## src/rtl/ibrk_pkg.sv

```systemverilog
package ibrk_pkg;
   typedef enum logic [1:0] {
      CH_OFF  = 2'b00,
      CH_INSN = 2'b01,
      CH_DATA = 2'b10,
      CH_RSVD = 2'b11
   } ch_mode_e;
endpackage

```

## src/rtl/ibrk_chan.sv

```systemverilog
module ibrk_chan
   import ibrk_pkg::*;
#(
   parameter int unsigned AW      = 32,
   parameter bit          MASK_EN = 1'b1
) (
   input  logic [1:0]    mode,
   input  logic [AW-1:0] cmp,
   input  logic [AW-1:0] mask,
   input  logic          post_sel,
   input  logic          rt_valid,
   input  logic [AW-1:0] rt_addr,
   input  logic [AW-1:0] rt_next_pc,
   output logic          hit
);
   logic [AW-1:0] probe;
   logic [AW-1:0] diff;
   ch_mode_e      mode_e;

   assign mode_e = ch_mode_e'(mode);
   // post-execution looks at the completed instruction, pre at the next one
   assign probe  = post_sel ? rt_addr : rt_next_pc;

   generate
      if (MASK_EN) begin : g_masked
         assign diff = (probe ^ cmp) & ~mask;
      end else begin : g_exact
         logic unused_mask;
         assign unused_mask = ^mask;
         assign diff = probe ^ cmp;
      end
   endgenerate

   assign hit = rt_valid && (mode_e == CH_INSN) && (diff == '0);

   // only instruction mode produces hits
   always_comb begin
      a_r1_mode_gate : assert (!(hit && mode_e != CH_INSN));
   end
endmodule

```

## src/rtl/ibrk_seq.sv

```systemverilog
module ibrk_seq #(
   parameter bit SEQ_EN = 1'b1
) (
   input  logic clk,
   input  logic rst_n,
   input  logic seq_mode,
   input  logic hit_a,
   input  logic post_a,
   input  logic hit_b,
   input  logic post_b,
   input  logic cexc,
   input  logic rexc,
   output logic trig
);
   logic seq_on;
   logic armed_q;
   logic blk_a, blk_b, go_a, go_b;

   generate
      if (SEQ_EN) begin : g_seq
         assign seq_on = seq_mode;
         always_ff @(posedge clk or negedge rst_n) begin
            if (!rst_n)          armed_q <= 1'b0;
            else if (!seq_mode)  armed_q <= 1'b0;
            else if (hit_b)      armed_q <= 1'b0;
            else if (hit_a)      armed_q <= 1'b1;
         end
      end else begin : g_noseq
         logic unused_seq;
         assign unused_seq = seq_mode;
         assign seq_on  = 1'b0;
         assign armed_q = 1'b0;
      end
   endgenerate

   // a post-execution break loses to completed or re-execution exceptions
   assign blk_a = post_a && (cexc || rexc);
   assign blk_b = post_b && (cexc || rexc);
   assign go_a  = hit_a && !blk_a && !seq_on;
   assign go_b  = hit_b && !blk_b && (!seq_on || armed_q);
   assign trig  = go_a || go_b;   // simultaneous hits merge into one request

   a_r5_needs_arm : assert property (@(posedge clk) disable iff (!rst_n)
      (seq_on && !armed_q) |-> !trig);
   a_r5_b_disarms : assert property (@(posedge clk) disable iff (!rst_n)
      (seq_on && hit_b) |=> !armed_q);
   a_r6_cexc_blocks_post : assert property (@(posedge clk) disable iff (!rst_n)
      (hit_a && post_a && cexc && !hit_b) |-> !trig);
   a_r7_rexc_blocks_post : assert property (@(posedge clk) disable iff (!rst_n)
      (hit_b && post_b && rexc && !hit_a) |-> !trig);
endmodule

```

## src/rtl/ibrk_unit.sv

```systemverilog
module ibrk_unit #(
   parameter int unsigned AW      = 32,
   parameter int unsigned SPW     = 32,
   parameter int unsigned VEC_OFS = 'h100,
   parameter bit          SEQ_EN  = 1'b1,
   parameter bit          MASK_EN = 1'b1
) (
   input  logic           clk,
   input  logic           rst_n,
   input  logic [1:0]     ch_a_mode,
   input  logic [AW-1:0]  ch_a_cmp,
   input  logic [AW-1:0]  ch_a_mask,
   input  logic           ch_a_post,
   input  logic [1:0]     ch_b_mode,
   input  logic [AW-1:0]  ch_b_cmp,
   input  logic [AW-1:0]  ch_b_mask,
   input  logic           ch_b_post,
   input  logic           seq_mode,
   input  logic           dbg_vec_en,
   input  logic [AW-1:0]  dbg_base,
   input  logic [AW-1:0]  vec_base,
   input  logic           flag_a_clr,
   input  logic           flag_b_clr,
   input  logic           rt_valid,
   input  logic [AW-1:0]  rt_addr,
   input  logic [AW-1:0]  rt_next_pc,
   input  logic           cexc_pend,
   input  logic           rexc_pend,
   input  logic           exc_evt,
   input  logic [SPW-1:0] sp_in,
   output logic           brk_req,
   output logic [AW-1:0]  brk_spc,
   output logic [AW-1:0]  brk_tgt,
   output logic           flag_a,
   output logic           flag_b,
   output logic [SPW-1:0] sp_save
);
   localparam int unsigned NCH = 2;
   localparam logic [AW-1:0] OFS = AW'(VEC_OFS);

   generate
      if (AW < 4)  begin : g_bad_aw  $error("ibrk_unit: AW below 4"); end
      if (SPW < 1) begin : g_bad_spw $error("ibrk_unit: SPW below 1"); end
   endgenerate

   logic [NCH-1:0]   hit;
   logic [NCH-1:0]   post;
   logic [NCH-1:0]   clr;
   logic [NCH-1:0]   flag_q;
   logic [1:0]       mode   [NCH];
   logic [AW-1:0]    cmp    [NCH];
   logic [AW-1:0]    mask   [NCH];
   logic             trig;

   assign mode[0] = ch_a_mode;  assign mode[1] = ch_b_mode;
   assign cmp[0]  = ch_a_cmp;   assign cmp[1]  = ch_b_cmp;
   assign mask[0] = ch_a_mask;  assign mask[1] = ch_b_mask;
   assign post    = {ch_b_post, ch_a_post};
   assign clr     = {flag_b_clr, flag_a_clr};

   for (genvar c = 0; c < NCH; c++) begin : g_ch
      ibrk_chan #(.AW(AW), .MASK_EN(MASK_EN)) u_chan (
         .mode       (mode[c]),
         .cmp        (cmp[c]),
         .mask       (mask[c]),
         .post_sel   (post[c]),
         .rt_valid   (rt_valid),
         .rt_addr    (rt_addr),
         .rt_next_pc (rt_next_pc),
         .hit        (hit[c])
      );

      always_ff @(posedge clk or negedge rst_n) begin
         if (!rst_n) flag_q[c] <= 1'b0;
         else        flag_q[c] <= (flag_q[c] & ~clr[c]) | hit[c];
      end
   end

   ibrk_seq #(.SEQ_EN(SEQ_EN)) u_seq (
      .clk      (clk),
      .rst_n    (rst_n),
      .seq_mode (seq_mode),
      .hit_a    (hit[0]),
      .post_a   (post[0]),
      .hit_b    (hit[1]),
      .post_b   (post[1]),
      .cexc     (cexc_pend),
      .rexc     (rexc_pend),
      .trig     (trig)
   );

   always_ff @(posedge clk or negedge rst_n) begin
      if (!rst_n) begin
         brk_req <= 1'b0;
         brk_spc <= '0;
         brk_tgt <= '0;
         sp_save <= '0;
      end else begin
         brk_req <= trig;
         if (trig) begin
            brk_spc <= rt_next_pc;
            brk_tgt <= dbg_vec_en ? dbg_base : vec_base + OFS;
         end
         if (trig || exc_evt) sp_save <= sp_in;
      end
   end

   assign flag_a = flag_q[0];
   assign flag_b = flag_q[1];

   a_r8_flag_sticky : assert property (@(posedge clk) disable iff (!rst_n)
      (flag_a && !flag_a_clr) |=> flag_a);
   a_r8_hit_sets : assert property (@(posedge clk) disable iff (!rst_n)
      hit[1] |=> flag_b);
   a_r4_merge : assert property (@(posedge clk) disable iff (!rst_n)
      (hit[0] && hit[1] && trig) |=> (brk_req && flag_a && flag_b));
   a_r3_spc : assert property (@(posedge clk) disable iff (!rst_n)
      trig |=> (brk_spc == $past(rt_next_pc)));
   a_r3_spc_hold : assert property (@(posedge clk) disable iff (!rst_n)
      !trig |=> $stable(brk_spc));
   a_r9_target : assert property (@(posedge clk) disable iff (!rst_n)
      trig |=> (brk_tgt == ($past(dbg_vec_en) ? $past(dbg_base) : $past(vec_base) + OFS)));
   a_r10_sp_capture : assert property (@(posedge clk) disable iff (!rst_n)
      exc_evt |=> (sp_save == $past(sp_in)));
endmodule

```

## config.mk

```make
export PLATFORM = sky130hd
export DESIGN_NAME = ibrk_unit
export DESIGN_NICKNAME = d
export VERILOG_FILES = /design/src/rtl/ibrk_pkg.sv /design/src/rtl/ibrk_chan.sv /design/src/rtl/ibrk_seq.sv /design/src/rtl/ibrk_unit.sv
export SDC_FILE = /design/constraint.sdc
export NUM_CORES = 1
export LEC_CHECK = 0
export ABC_CLOCK_PERIOD_IN_PS = 3300
export BUFFER_PORTS_ARGS = -buffer_cell sky130_fd_sc_hd__buf_4
export CAP_MARGIN = 20
export CORE_AREA = 2 2 156 158
export DETAILED_ROUTE_END_ITERATION = 16
export DIE_AREA = 0 0 158 160
export PLACE_DENSITY = 0.6
export REMOVE_ABC_BUFFERS = 1
export SYNTH_ARGS = -nofsm -noshare
export SYNTH_HDL_FRONTEND = slang
export SYNTH_SLANG_ARGS = --single-unit
```

## constraint.sdc

```tcl
create_clock -name clk -period 3.3 [get_ports clk]
set_input_delay 0.99 -clock clk [delete_from_list [all_inputs] [get_ports clk]]
set_output_delay 0.99 -clock clk [all_outputs]
set_load 0.01 [all_outputs]
```

# ---- Yosys cells after proc, flatten, opt, wreduce, memory -nomap -nowiden
# Cells that the tools add are included.
dict set report totals {
  reg_bits 100
  latch_bits 0
  ramBits 0
  romBits 0
  in_bits 304
  out_inout_bits 99
  n_memories 0
}
dict set report op_classes {
  n_addsub 1
  multipliers 0
  div_mod_pow 0
  n_lt_le_gt_ge 0
  eq_ne 3
  shift 0
  mux 6
  n_bitwise 12
  reduce_logical 19
}
# op n
set ops {}
lappend ops {{32-bit 2-to-1 mux} 3}
lappend ops {{32-bit AND} 2}
lappend ops {{32-bit logical NOT} 2}
lappend ops {{32-bit inverter} 2}
lappend ops {{32-bit bitwise XOR} 2}
lappend ops {{32-bit by 9-bit adder with 32-bit output (second input constant)} 1}
lappend ops {{1-bit logical AND} 10}
lappend ops {{2-bit by 1-bit equality test with 1-bit output (second input constant)} 2}
lappend ops {{1-bit logical OR} 4}
lappend ops {{1-bit logical NOT} 3}
lappend ops {{1-bit 2-to-1 mux} 3}
lappend ops {{3-bit by 1-bit != test with 1-bit output (second input constant)} 1}
lappend ops {{1-bit AND} 2}
lappend ops {{1-bit inverter} 2}
lappend ops {{1-bit bitwise OR} 2}

# ---- Logic depth before layout (Yosys ltp)
# Gate-level depths: netlist (run 1).
dict set report depth {
  ltp_word 9
  depth_mapped 10
}

# ---- Modules after synthesis
# Synthesis (run 1) repeated with hierarchy kept, for this count alone.
dict set report unflattened {
  hier_cells 594
  area_unflattened_um2 6221.0
}
# mod instances cells_per_inst area_each_um2 seq_area_each_um2
set by_module_without_submodules {}
lappend by_module_without_submodules {ibrk_unit 1 390 4538.1 2477.4}
lappend by_module_without_submodules {ibrk_chan 2 98 807.0 0.0}
lappend by_module_without_submodules {ibrk_seq 1 8 68.8 25.0}

# ---- Worst setup path after synthesis (run 1)
# No wires, ideal clock.
dict set report synth_path {
  path_kind {input-to-reg}
  startpoint {input port ch_a_post}
  endpoint {register brk_tgt[16]}
  setup_time_ns 0.125
  t_arrival_ns 3.319
  required_ns 3.175
  slack_ns -0.144
  path_stages 10
  path_buffers 3
  path_cell_list {buf_4 buf_6 mux2i_1 mux2i_1 nand4_1 nor4b_1 nand4_1 o31ai_4 buf_6 mux2_2}
}
dict set report synth_via {
  elab_chain_cells 8
  word_cells_on_any_way 10
}
# element line
set synth_lines {}
lappend synth_lines {{start: declaration} ibrk_unit.sv:13} ;# input logic ch_a_post,
lappend synth_lines {{32-bit 2-to-1 mux} ibrk_chan.sv:22} ;# assign probe = post_sel ? rt_addr : rt_next_pc;
lappend synth_lines {{32-bit bitwise XOR} ibrk_chan.sv:26} ;# assign diff = (probe ^ cmp) & ~mask;
lappend synth_lines {{32-bit AND} ibrk_chan.sv:26}
lappend synth_lines {{32-bit logical NOT} ibrk_chan.sv:34} ;# assign hit = rt_valid && (mode_e == CH_INSN) && (diff == '0);
lappend synth_lines {{1-bit logical AND} ibrk_chan.sv:34}
lappend synth_lines {{1-bit logical AND * (2 in a row)} ibrk_seq.sv:39} ;# assign go_a = hit_a && !blk_a && !seq_on;
lappend synth_lines {{1-bit logical OR *} ibrk_seq.sv:41} ;# assign trig = go_a || go_b;
lappend synth_lines {{end signal: assignment} ibrk_unit.sv:102} ;# brk_tgt <= dbg_vec_en ? dbg_base : vec_base + OFS;
lappend synth_lines {{end: declaration} ibrk_unit.sv:33} ;# output logic [AW-1:0] brk_tgt,
# Mark *: on every way between the ends. The rest lies on a longest branch, timed or not.
# A chain may end at the register's enable or synchronous reset.

# ---- Final worst setup path (run 1)
dict set report layout_path {
  startpoint {input port ch_b_post}
  endpoint {register sp_save[15]}
}
dict set report layout_via {
  elab_chain_cells 9
  word_cells_on_any_way 11
}
# element line
set layout_lines {}
lappend layout_lines {{start: declaration} ibrk_unit.sv:17} ;# input logic ch_b_post,
lappend layout_lines {{32-bit 2-to-1 mux} ibrk_chan.sv:22}
lappend layout_lines {{32-bit bitwise XOR} ibrk_chan.sv:26}
lappend layout_lines {{32-bit AND} ibrk_chan.sv:26}
lappend layout_lines {{32-bit logical NOT} ibrk_chan.sv:34}
lappend layout_lines {{1-bit logical AND} ibrk_chan.sv:34}
lappend layout_lines {{1-bit logical AND * (2 in a row)} ibrk_seq.sv:40} ;# assign go_b = hit_b && !blk_b && (!seq_on || armed_q);
lappend layout_lines {{1-bit logical OR *} ibrk_seq.sv:41}
lappend layout_lines {{1-bit logical OR *} ibrk_unit.sv:104} ;# if (trig || exc_evt) sp_save <= sp_in;
lappend layout_lines {{end signal: assignment} ibrk_unit.sv:104}
lappend layout_lines {{end: declaration} ibrk_unit.sv:36} ;# output logic [SPW-1:0] sp_save
# Marks and branches as above.

==> flow_metrics.env, run 1 <==
export IMPL_worstRegToRegCells=9
export IMPL_core_sq_mm=0.02382
export IMPL_routedWlPerCell_um=18.65
export IMPL_fin_crit_ns=3.239
export IMPL_cp_start_kind="input port"
export IMPL_ys_types=38
export IMPL_grt_pass1_wl_um=36690
export IMPL_crit_path_max_fanout=8
export IMPL_pwr_density_cell_mw_per_mm2=314.5
export IMPL_cts_tree="done"
export IMPL_htreeDepth=3
export IMPL_cts_buffers=9
export IMPL_overflow=0
export IMPL_ys_top_cells_by_area="dfrtp_1, mux2_2, mux2i_1"
export IMPL_finalMaxSlewViolations=0
export IMPL_clkLatencyLatePin_ns=0.35
export IMPL_clockRootBuffer="clkbuf_16"
export IMPL_antenna_found_initial=2
export IMPL_hold_slack_ns=0.4894
export IMPL_initial_core_util=0.2709
export IMPL_io_pins=403
export IMPL_cp_arrival_ns=3.48
export IMPL_pre_cts_ws_ns=-0.6111
export IMPL_place_area_sq_mm=0.01023
export IMPL_clk_pin_slew_ns=0.08
export IMPL_place_gp_congestion=0.8460
export IMPL_stdcell_area_sq_mm=0.01103
export IMPL_status="finished clean"
export IMPL_grt_start_max_net_pins=56
export IMPL_end_kind="register"
export IMPL_postRouteAntennaNets=0
export IMPL_drive_gt1_frac=0.5673
export IMPL_hpwlAfterDp_um=20820
export IMPL_hold_viol_final=0
export IMPL_nFillCells=2327
export IMPL_skew_ns=0.01190
export IMPL_fin_nets=1370
export IMPL_grt_pass1_vias=6580
export IMPL_drt_iter0_drc=246
export IMPL_vias=6370
export IMPL_fin_ws_ns=0.06057
export IMPL_synth_flop_cell="dfrtp_1"
export IMPL_port_buffers=402
export IMPL_power_leakage_nw=5.597
export IMPL_min_path_type="input port to asynchronous set/reset pin"
export IMPL_grt_total_usage=0.1919
export IMPL_fin_crit_sh=0.9816
export IMPL_dr_pass1_iters=4
export IMPL_synth_avg_cell_area_sq_um=10.83
export IMPL_ys_ff_latch=100
export IMPL_core_rowCount=57
export IMPL_postCtsHoldBufs=0
export IMPL_synth_edff_count=0
export IMPL_cp_required_ns=3.54
export IMPL_synth_common_cells="dfrtp_1, mux2_2, mux2i_1"
export IMPL_synth_most_common_cell="dfrtp_1"
export IMPL_die_h_um=160
export IMPL_yosysWarnings=0
export IMPL_rr_endpoint="sp_save[15]"
export IMPL_tns_ns=0
export IMPL_timing_fmax_mhz=308.7
export IMPL_ys_async_sr_fraction=1.000
export IMPL_viasPerCell=4.563
export IMPL_synth_area_leader_cell="dfrtp_1"
export IMPL_tightest_slew_ns=0.5104
export IMPL_routed_wl_um=26040
export IMPL_reg2reg_slack_ns=1.15
export IMPL_area_delta_synth_final_pct=70.87
export IMPL_die_x_um=158
export IMPL_max_cap_violations=0
export IMPL_seq_area_frac_synth=0.3878
export IMPL_criticalPathCategory="input port to register"
export IMPL_clk_path_buf_depth=2
export IMPL_r2r_start="u_seq.armed_q"
export IMPL_clock_sinks=100
export IMPL_synthCells=596
export IMPL_slew_headroom=0.6597
export IMPL_critPathLaunch="ch_b_post"
export IMPL_endpoint="sp_save[15]"
export IMPL_finalSetupViolCount=0
export IMPL_fin_cells=1396
export IMPL_peakVddDrop_mv=0.2127
export IMPL_yosys_area_top_type_share=0.3878
export IMPL_dieArea_sq_mm=0.02528
export IMPL_drc=0
export IMPL_synth_area_sq_mm=0.006452
export IMPL_dpl_cell_count=1357
-- flip-flops by register name, summed over array words and instances (netlist names) --
register	flops
sp_save	32
brk_req	1
flag_a	1
flag_b	1
brk_tgt	32
u_seq.armed_q	1
brk_spc	32
-- stage by stage --
| stage | util | total power (W) |
|---|---|---|
| 2_1_floorplan | - | 0.001608 |
| 3_3_place_gp | 0.4295 | 0.002191 |
| 3_5_place_dp | 0.4295 | 0.002200 |
| 4_1_cts | 0.4510 | 0.003475 |
| 5_1_grt | 0.4628 | 0.003632 |
| 6_report | 0.4629 | 0.003467 |
-- cell type report --
class                      instances  area (sq um)  area share
timing repair buffer             482          3902      0.3539
sequential                       100          2502      0.2270
tap                              324         405.4     0.03677
clock buffer                       9         225.2     0.02043
antenna                            2         5.005   0.0004539
multi-input combinational        466          3844      0.3486
inverter                           6         22.52    0.002043
clock inverter                     7         118.9     0.01078
-- layout by cell type (no fill, tap or decap), types with 3 or more instances in the layout --
cell / synthesis / final
buf_4: 5 / 460
dfrtp_1: 100 / 100
mux2_2: 89 / 89
mux2i_1: 88 / 81
xor2_1: 51 / 50
nor2_1: 46 / 46
nand2_1: 33 / 33
o21ai_0: 31 / 30
nor2b_1: 27 / 27
mux2_1: 16 / 16
clkbuf_16: 0 / 13
o22ai_1: 12 / 11
xnor2_1: 11 / 11
nand4_1: 10 / 10
nor4_1: 11 / 9
nand3_1: 9 / 9
buf_12: 0 / 7
inv_1: 6 / 6
mux2i_2: 0 / 6
nor3_1: 5 / 5
buf_16: 0 / 5
buf_6: 8 / 5
o2111ai_1: 6 / 4
nor4_2: 1 / 3
o211ai_1: 3 / 3
inv_8: 0 / 3
-- per-layer routing --
metal | GRT usage | part of all wire | up-vias
li1 | - | - | 3082
met1 | 0.2138 | 0.39 | 2991
met2 | 0.3480 | 0.50 | 262
met3 | 0.05834 | 0.085 | 35
met4 | 0.05733 | 0.026 | 0
met5 | 0 | 0 | -
-- repair_timing --
action	CTS	global route
cloned	2	4
pin swaps	7	14
gates resized for setup	19	18
setup endpoints to repair	96	96
buffers inserted	3	12
-- critical path, stage by stage --
cell and delay (ns):
buf_16 0.13, buf_4 0.13, mux2i_2 0.18, mux2i_1 0.30, o2111ai_2 0.17, nor4_2 0.34, buf_4 0.19, nand4_1 0.18
o311ai_4 0.14, buf_6 0.20, clkbuf_16 0.18, mux2_2 0.33
-- worst min path at each step --
stage	to	slack, ns	cells past startpoint
after floorplan	u_seq.armed_q	0.50	1
after global placement	brk_spc[28]	0.47	1
after detailed placement	brk_spc[29]	0.48	1
after CTS	brk_spc[6]	0.48	1
after global routing	brk_spc[6]	0.48	1
final	brk_spc[6]	0.49	1
-- kinds of logic after synthesis --
kind of cell,Yosys count,share of synthesized area
xor gates and xnor gates,62,0.08416
AOI/OAI and AO/OA,60,0.06108
buffers and inverters,30,0.03045
DFF,100,0.3878
adders and majority gates,1,0.001939
and+or+nand+nor,150,0.1148
muxes,193,0.3198
-- report_power, final --
part           total [W]  internal (W)  switching, W  leakage, nW
clock            0.00124      0.000690      0.000545        0.168
sequential       0.00128       0.00126     0.0000208         1.32
combinational   0.000947      0.000551      0.000396         4.10
total            0.00347       0.00251      0.000962         5.60
Note: power is estimated with default switching activity, not from simulation.
==> run 2: changes to the inputs <==
CORE_AREA = 2 2 155 157   (was 2 2 156 158)
DIE_AREA = 0 0 157 159   (was 0 0 158 160)
PLACE_DENSITY = 0.61   (was 0.6)
==> run 2 against run 1 <==
Sequential power about the same. Cell count down 1.3%. Register-to-register slack improved by 0.06 ns. Hold slack worse by 0.016 ns. Critical path type unchanged. Clock power decreased by 11%. Die area down 1.3%.
==> flow_metrics.env, run 2 (same netlist as run 1, synthesis figures left out) <==
export IMPL_status="finished clean"
export IMPL_cp_arrival_ns=3.47
export IMPL_regArea_sq_mm=0.002502
export IMPL_core_rowCount=56
export IMPL_antenna_found_initial=2
export IMPL_clock_sinks=100
export IMPL_cp_start_kind="input port"
export IMPL_cp_top_family="multiplexers"
export IMPL_internal_power_w=0.002348
export IMPL_vias=6365
export IMPL_finalMaxSlewViolations=0
export IMPL_postCtsHoldBufs=0
export IMPL_skew_ns=0.01157
export IMPL_nFillCells=2227
export IMPL_p_seq_frac=0.385
export IMPL_mostFrequentLayoutCell="buf_4"
export IMPL_fin_nets=1358
export IMPL_tightest_slew_ns=0.5308
export IMPL_area_delta_synth_final_pct=70.58
export IMPL_grt_pass1_vias=6669
export IMPL_core_sq_mm=0.02319
export IMPL_fin_ws_ns=0.07047
export IMPL_clk_path_buf_depth=2
export IMPL_routed_wl_um=26630
export IMPL_grt_total_usage=0.2002
export IMPL_hpwlAfterDp_um=20610
export IMPL_die_h_um=159
export IMPL_dpl_cell_count=1339
export IMPL_port_buffers=402
export IMPL_stdcell_area_sq_mm=0.01101
export IMPL_p_clk_frac=0.331
export IMPL_rsz0062_at_grt="true"
export IMPL_drive_gt1_frac=0.5728
export IMPL_multi_input_area_sq_mm=0.003984
export IMPL_fin_util=0.4746
export IMPL_place_area_sq_mm=0.01011
export IMPL_place_gp_congestion=0.8659
export IMPL_cts_buffers=9
export IMPL_dr_pass1_iters=6
export IMPL_clkLatencyLatePin_ns=0.35
export IMPL_timing_fmax_mhz=309.6
export IMPL_finalSetupViolCount=0
export IMPL_total_power_w=0.003334
export IMPL_min_path_type="input port to asynchronous set/reset pin"
export IMPL_die_x_um=157
export IMPL_io_pins=403
export IMPL_routedWlPerCell_um=19.32
export IMPL_drt_iter0_drc=224
export IMPL_fin_cells=1378
export IMPL_fin_crit_ns=3.230
export IMPL_grt_pass1_wl_um=37770
export IMPL_overflow=0
export IMPL_pre_cts_ws_ns=-0.6789
export IMPL_crit_chain="buf_4 -> buf_4 -> mux2i_1 -> mux2i_2 -> o2111ai_2 -> nor4_4 -> buf_4 -> nand4_1 -> o31ai_4 -> buf_6 -> buf_12 -> mux2_2"
export IMPL_end_kind="register"
export IMPL_drc=0
export IMPL_swShare=0.2957
export IMPL_reg_largest_list="brk_spc: 32 flops, brk_tgt: 32 flops, sp_save: 32 flops"
export IMPL_grt_start_max_net_pins=56
export IMPL_dieArea_sq_mm=0.02496
export IMPL_max_cap_violations=0
export IMPL_cts_tree="done"
export IMPL_power_leakage_nw=5.518
export IMPL_critPathSlowestCell="mux2_2"
export IMPL_comb_power_share=0.283
export IMPL_pwr_density_cell_mw_per_mm2=302.9
export IMPL_postRouteAntennaNets=0
export IMPL_clockRootBuffer="clkbuf_16"
export IMPL_slowest_delay_ns=0.35
export IMPL_cp_required_ns=3.54
export IMPL_htreeDepth=3
export IMPL_power_switching_w=0.0009859
export IMPL_slew_headroom=0.6461
export IMPL_initial_core_util=0.2782
export IMPL_crit_path_max_fanout=15
export IMPL_cp_common_cell="buf_4"
export IMPL_hold_viol_final=0
export IMPL_peakVddDrop_mv=0.2181
export IMPL_viasPerCell=4.619
export IMPL_fin_crit_sh=0.9786
export IMPL_crit_buf_inv=5
export IMPL_criticalPathCategory="input port to register"
export IMPL_final_cell_mix="buf_4, dfrtp_1, mux2i_1"
export IMPL_clk_pin_slew_ns=0.09
run 2: changes by cell type in the layout (fill, tap and decap cells not counted), sizes merged:
cell | previous run | this run
buf | 478 | 464
bufinv | 2 | 0
clkbuf | 13 | 15
clkinv | 2 | 4
clkinvlp | 0 | 1
diode | 2 | 1
inv | 9 | 8
run 2: power by group through the flow:
stage / sequential [W] / combinational (W) / clock (W)
floorplan: 0.00133 / 0.000281 / 0
global placement: 0.00131 / 0.000868 / 0
detailed placement: 0.00131 / 0.000876 / 0
CTS: 0.00128 / 0.000907 / 0.00115
global route: 0.00129 / 0.00102 / 0.00120
finish: 0.00128 / 0.000945 / 0.00110
run 2: final timing paths:
| check | startpoint | end | slack, ns | cells after the start |
|---|---|---|---|---|
| min in group clk | brk_spc[13] | brk_spc[13] | 0.49 | 1 |
| max in group asynchronous | rst_n | brk_spc[13] | 2.02 | 2 |
| hold / removal | rst_n | brk_spc[29] | 0.47 | 1 |
| setup reg to reg | u_seq.armed_q | sp_save[31] | 1.21 | 9 |
| setup / recovery | rt_next_pc[4] | brk_spc[31] | 0.07 | 12 |
| hold reg to reg | brk_spc[13] | brk_spc[13] | 0.49 | 1 |
run 2: layout make-up:
cell class / count / area share
inverters: 6 / 0.002046
clock inverters: 7 / 0.007275
clock buffers: 9 / 0.02046
multi-input cells: 466 / 0.3619
flip-flops and latches: 100 / 0.2274
repair buffers: 470 / 0.3444
well taps: 319 / 0.03626
diodes: 1 / 0.0002274
run 2: repair_timing:
item	CTS	global route
pin swaps	9	15
buffers inserted	9	6
gates resized for setup	22	42
gates cloned	2	6
setup endpoints to repair	96	96
run 2: through the flow:
step / TNS (ns) / hold slack [ns]
final: 0 / 0.4735
after global routing: -2.079 / 0.4682
after CTS: 0 / 0.4686
after detailed placement: -62.30 / 0.4763
after global placement: -59.81 / 0.4683
after floorplan: -82.05 / 0.4957
run 2: worst reg2reg max path, cell delays in order, from the launching register on:
cell and delay, ns:
dfrtp_1 0.35, nor2b_1 0.05, a21oi_1 0.17, o211ai_1 0.13, nor4_2 0.22, nand4_1 0.21, o311ai_4 0.15, buf_4 0.20
buf_16 0.16, mux2_2 0.34
run 2: layer usage:
metal  track usage  wire length [um]  part of all wire  vias to the layer above
met2        0.3672             13770              0.52                      283
met5             0                10           0.00038                        -
met4       0.06047               548             0.021                        2
met3       0.06287              2399             0.090                       30
li1              -                 -                 -                     3055
met1        0.2179              9897              0.37                     2995
==> run 3: changes to the inputs <==
ABC_CLOCK_PERIOD_IN_PS = 4100   (was 3300)
PLACE_DENSITY = 0.68   (was 0.61)
TNS_END_PERCENT = 10   (was not set)
clock period = 4.1 ns   (was 3.3 ns; I/O delays follow)
==> run 3 against run 2 <==
Register-to-register slack improved by 0.89 ns. Hold slack improved by 0.011 ns. Cell count decreased by 3.8%. Flip-flop and latch count unchanged. Sequential power decreased by 20%. Largest power group unchanged.
==> flow_metrics.env, run 3 (same netlist as run 1, synthesis figures left out) <==
export IMPL_cp_start_kind="input port"
export IMPL_die_x_um=157
export IMPL_fin_crit_ns=3.856
export IMPL_cp_top_family="buffers and inverters"
export IMPL_routedWlPerCell_um=18.36
export IMPL_tightest_slew_ns=0.6701
export IMPL_crit_path_max_fanout=35
export IMPL_slew_headroom=0.5533
export IMPL_end_kind="register"
export IMPL_postRouteAntennaNets=0
export IMPL_rsz0062_at_grt="false"
export IMPL_hold_viol_final=0
export IMPL_core_sq_mm=0.02319
export IMPL_htreeDepth=3
export IMPL_antenna_found_initial=0
export IMPL_grt_use_met2=0.3501
export IMPL_timing_fmax_mhz=259.3
export IMPL_clock_sinks=100
export IMPL_cp_required_ns=4.34
export IMPL_postCtsHoldBufs=0
export IMPL_min_path_type="register to register"
export IMPL_grt_start_max_net_pins=56
export IMPL_top_usage_layer="met2"
export IMPL_total_power_w=0.002584
export IMPL_port_buffers=402
export IMPL_clockRootBuffer="clkbuf_16"
export IMPL_io_pins=403
export IMPL_met1_usage=0.2072
export IMPL_initial_core_util=0.2782
export IMPL_fin_nets=1306
export IMPL_cts_buffers=9
export IMPL_n_antenna_cell=0
export IMPL_fin_crit_sh=0.9405
export IMPL_die_h_um=159
export IMPL_reg_largest_list="brk_spc: 32 flops, brk_tgt: 32 flops, sp_save: 32 flops"
export IMPL_vias=6123
export IMPL_grt_pass1_wl_um=36130
export IMPL_overflow=0
export IMPL_finalSetupViolCount=0
export IMPL_routed_wl_um=24330
export IMPL_power_leakage_nw=5.185
export IMPL_peakVddDrop_mv=0.2293
export IMPL_crit_chain="buf_4 -> buf_4 -> mux2i_1 -> xor2_1 -> o211ai_1 -> nor4bb_1 -> nand4_1 -> o31ai_4 -> buf_12 -> mux2_2"
export IMPL_max_cap_violations=0
export IMPL_area_delta_synth_final_pct=57.98
export IMPL_pwr_density_cell_mw_per_mm2=253.5
export IMPL_place_gp_congestion=0.8818
export IMPL_slowest_delay_ns=0.37
export IMPL_crit_buf_inv=3
export IMPL_post_cts_buffers=0
export IMPL_grt_total_usage=0.1906
export IMPL_clk_path_buf_depth=2
export IMPL_viasPerCell=4.621
export IMPL_cts_tree="done"
export IMPL_hpwlAfterDp_um=20180
export IMPL_fin_util=0.4395
export IMPL_clk_pin_slew_ns=0.08
export IMPL_grt_use_met3=0.05580
export IMPL_nFillCells=2239
export IMPL_drt_iter0_drc=225
export IMPL_dr_pass1_iters=5
export IMPL_finalMaxSlewViolations=0
export IMPL_cp_common_cell="buf_4"
export IMPL_clkLatencyLatePin_ns=0.35
export IMPL_cp_arrival_ns=4.10
export IMPL_skew_ns=0.01047
export IMPL_drive_gt1_frac=0.5258
export IMPL_final_cell_mix="buf_4, dfrtp_1, mux2_2"
export IMPL_status="finished clean"
export IMPL_core_rowCount=56
export IMPL_grt_pass1_vias=6530
export IMPL_drc=0
export IMPL_cts_resized=0
export IMPL_dieArea_sq_mm=0.02496
export IMPL_criticalPathCategory="input port to register"
export IMPL_critPathSlowestCell="xor2_1"
export IMPL_mostFrequentLayoutCell="buf_4"
run 3: cell count changes in the layout (fill, tap and decap cells not counted), sizes merged:
cell	change
buf	-46
clkbuf	-6
diode	-1
run 3: final timing paths:
path,startpoint,to,slack (ns),cells after the start
max,ch_a_post,brk_tgt[14],0.24,10
min,brk_spc[13],brk_spc[13],0.48,1
max reg2reg,u_seq.armed_q,sp_save[1],2.10,8
max in group asynchronous,rst_n,sp_save[16],2.46,2
min reg2reg,brk_spc[13],brk_spc[13],0.48,1
min in group asynchronous,rst_n,brk_spc[19],0.90,1
run 3: through the flow:
| stage | cell area (sq um) | worst slack (ns) | instances | setup TNS (ns) | hold slack (ns) |
|---|---|---|---|---|---|
| 4_1_cts | 10190 | 0.1565 | 1325 | 0 | 0.4921 |
| 2_1_floorplan | 6279 | -0.3809 | 572 | -28.29 | 0.4957 |
| 3_3_place_gp | 9888 | -0.2272 | 1309 | -19.29 | 0.4694 |
| 6_report | 10190 | 0.2440 | 1325 | 0 | 0.4840 |
| 3_5_place_dp | 9888 | -0.2439 | 1309 | -19.33 | 0.4767 |
| 5_1_grt | 10190 | 0.07538 | 1325 | 0 | 0.5162 |
run 3: area by class of cell:
type / count / area, sq um / area share
multi-input combinational: 466 / 3764 / 0.3692
timing repair buffer: 418 / 3201 / 0.3140
sequential: 100 / 2502 / 0.2455
tap: 319 / 399.1 / 0.03916
clock buffer: 9 / 225.2 / 0.02209
clock inverter: 7 / 80.08 / 0.007856
inverter: 6 / 22.52 / 0.002209
run 3: where the power goes:
group / internal (W) / switching, W / total, W
clock: 0.000434 / 0.000443 / 0.000877
sequential: 0.00102 / 0.0000175 / 0.00103
combinational: 0.000377 / 0.000295 / 0.000673
run 3: layer usage:
| metal | vias up | routed length (um) |
|---|---|---|
| li1 | 2953 | - |
| met1 | 2837 | 8925 |
| met5 | - | 0 |
| met3 | 36 | 2191 |
| met2 | 297 | 12530 |
| met4 | 0 | 687 |
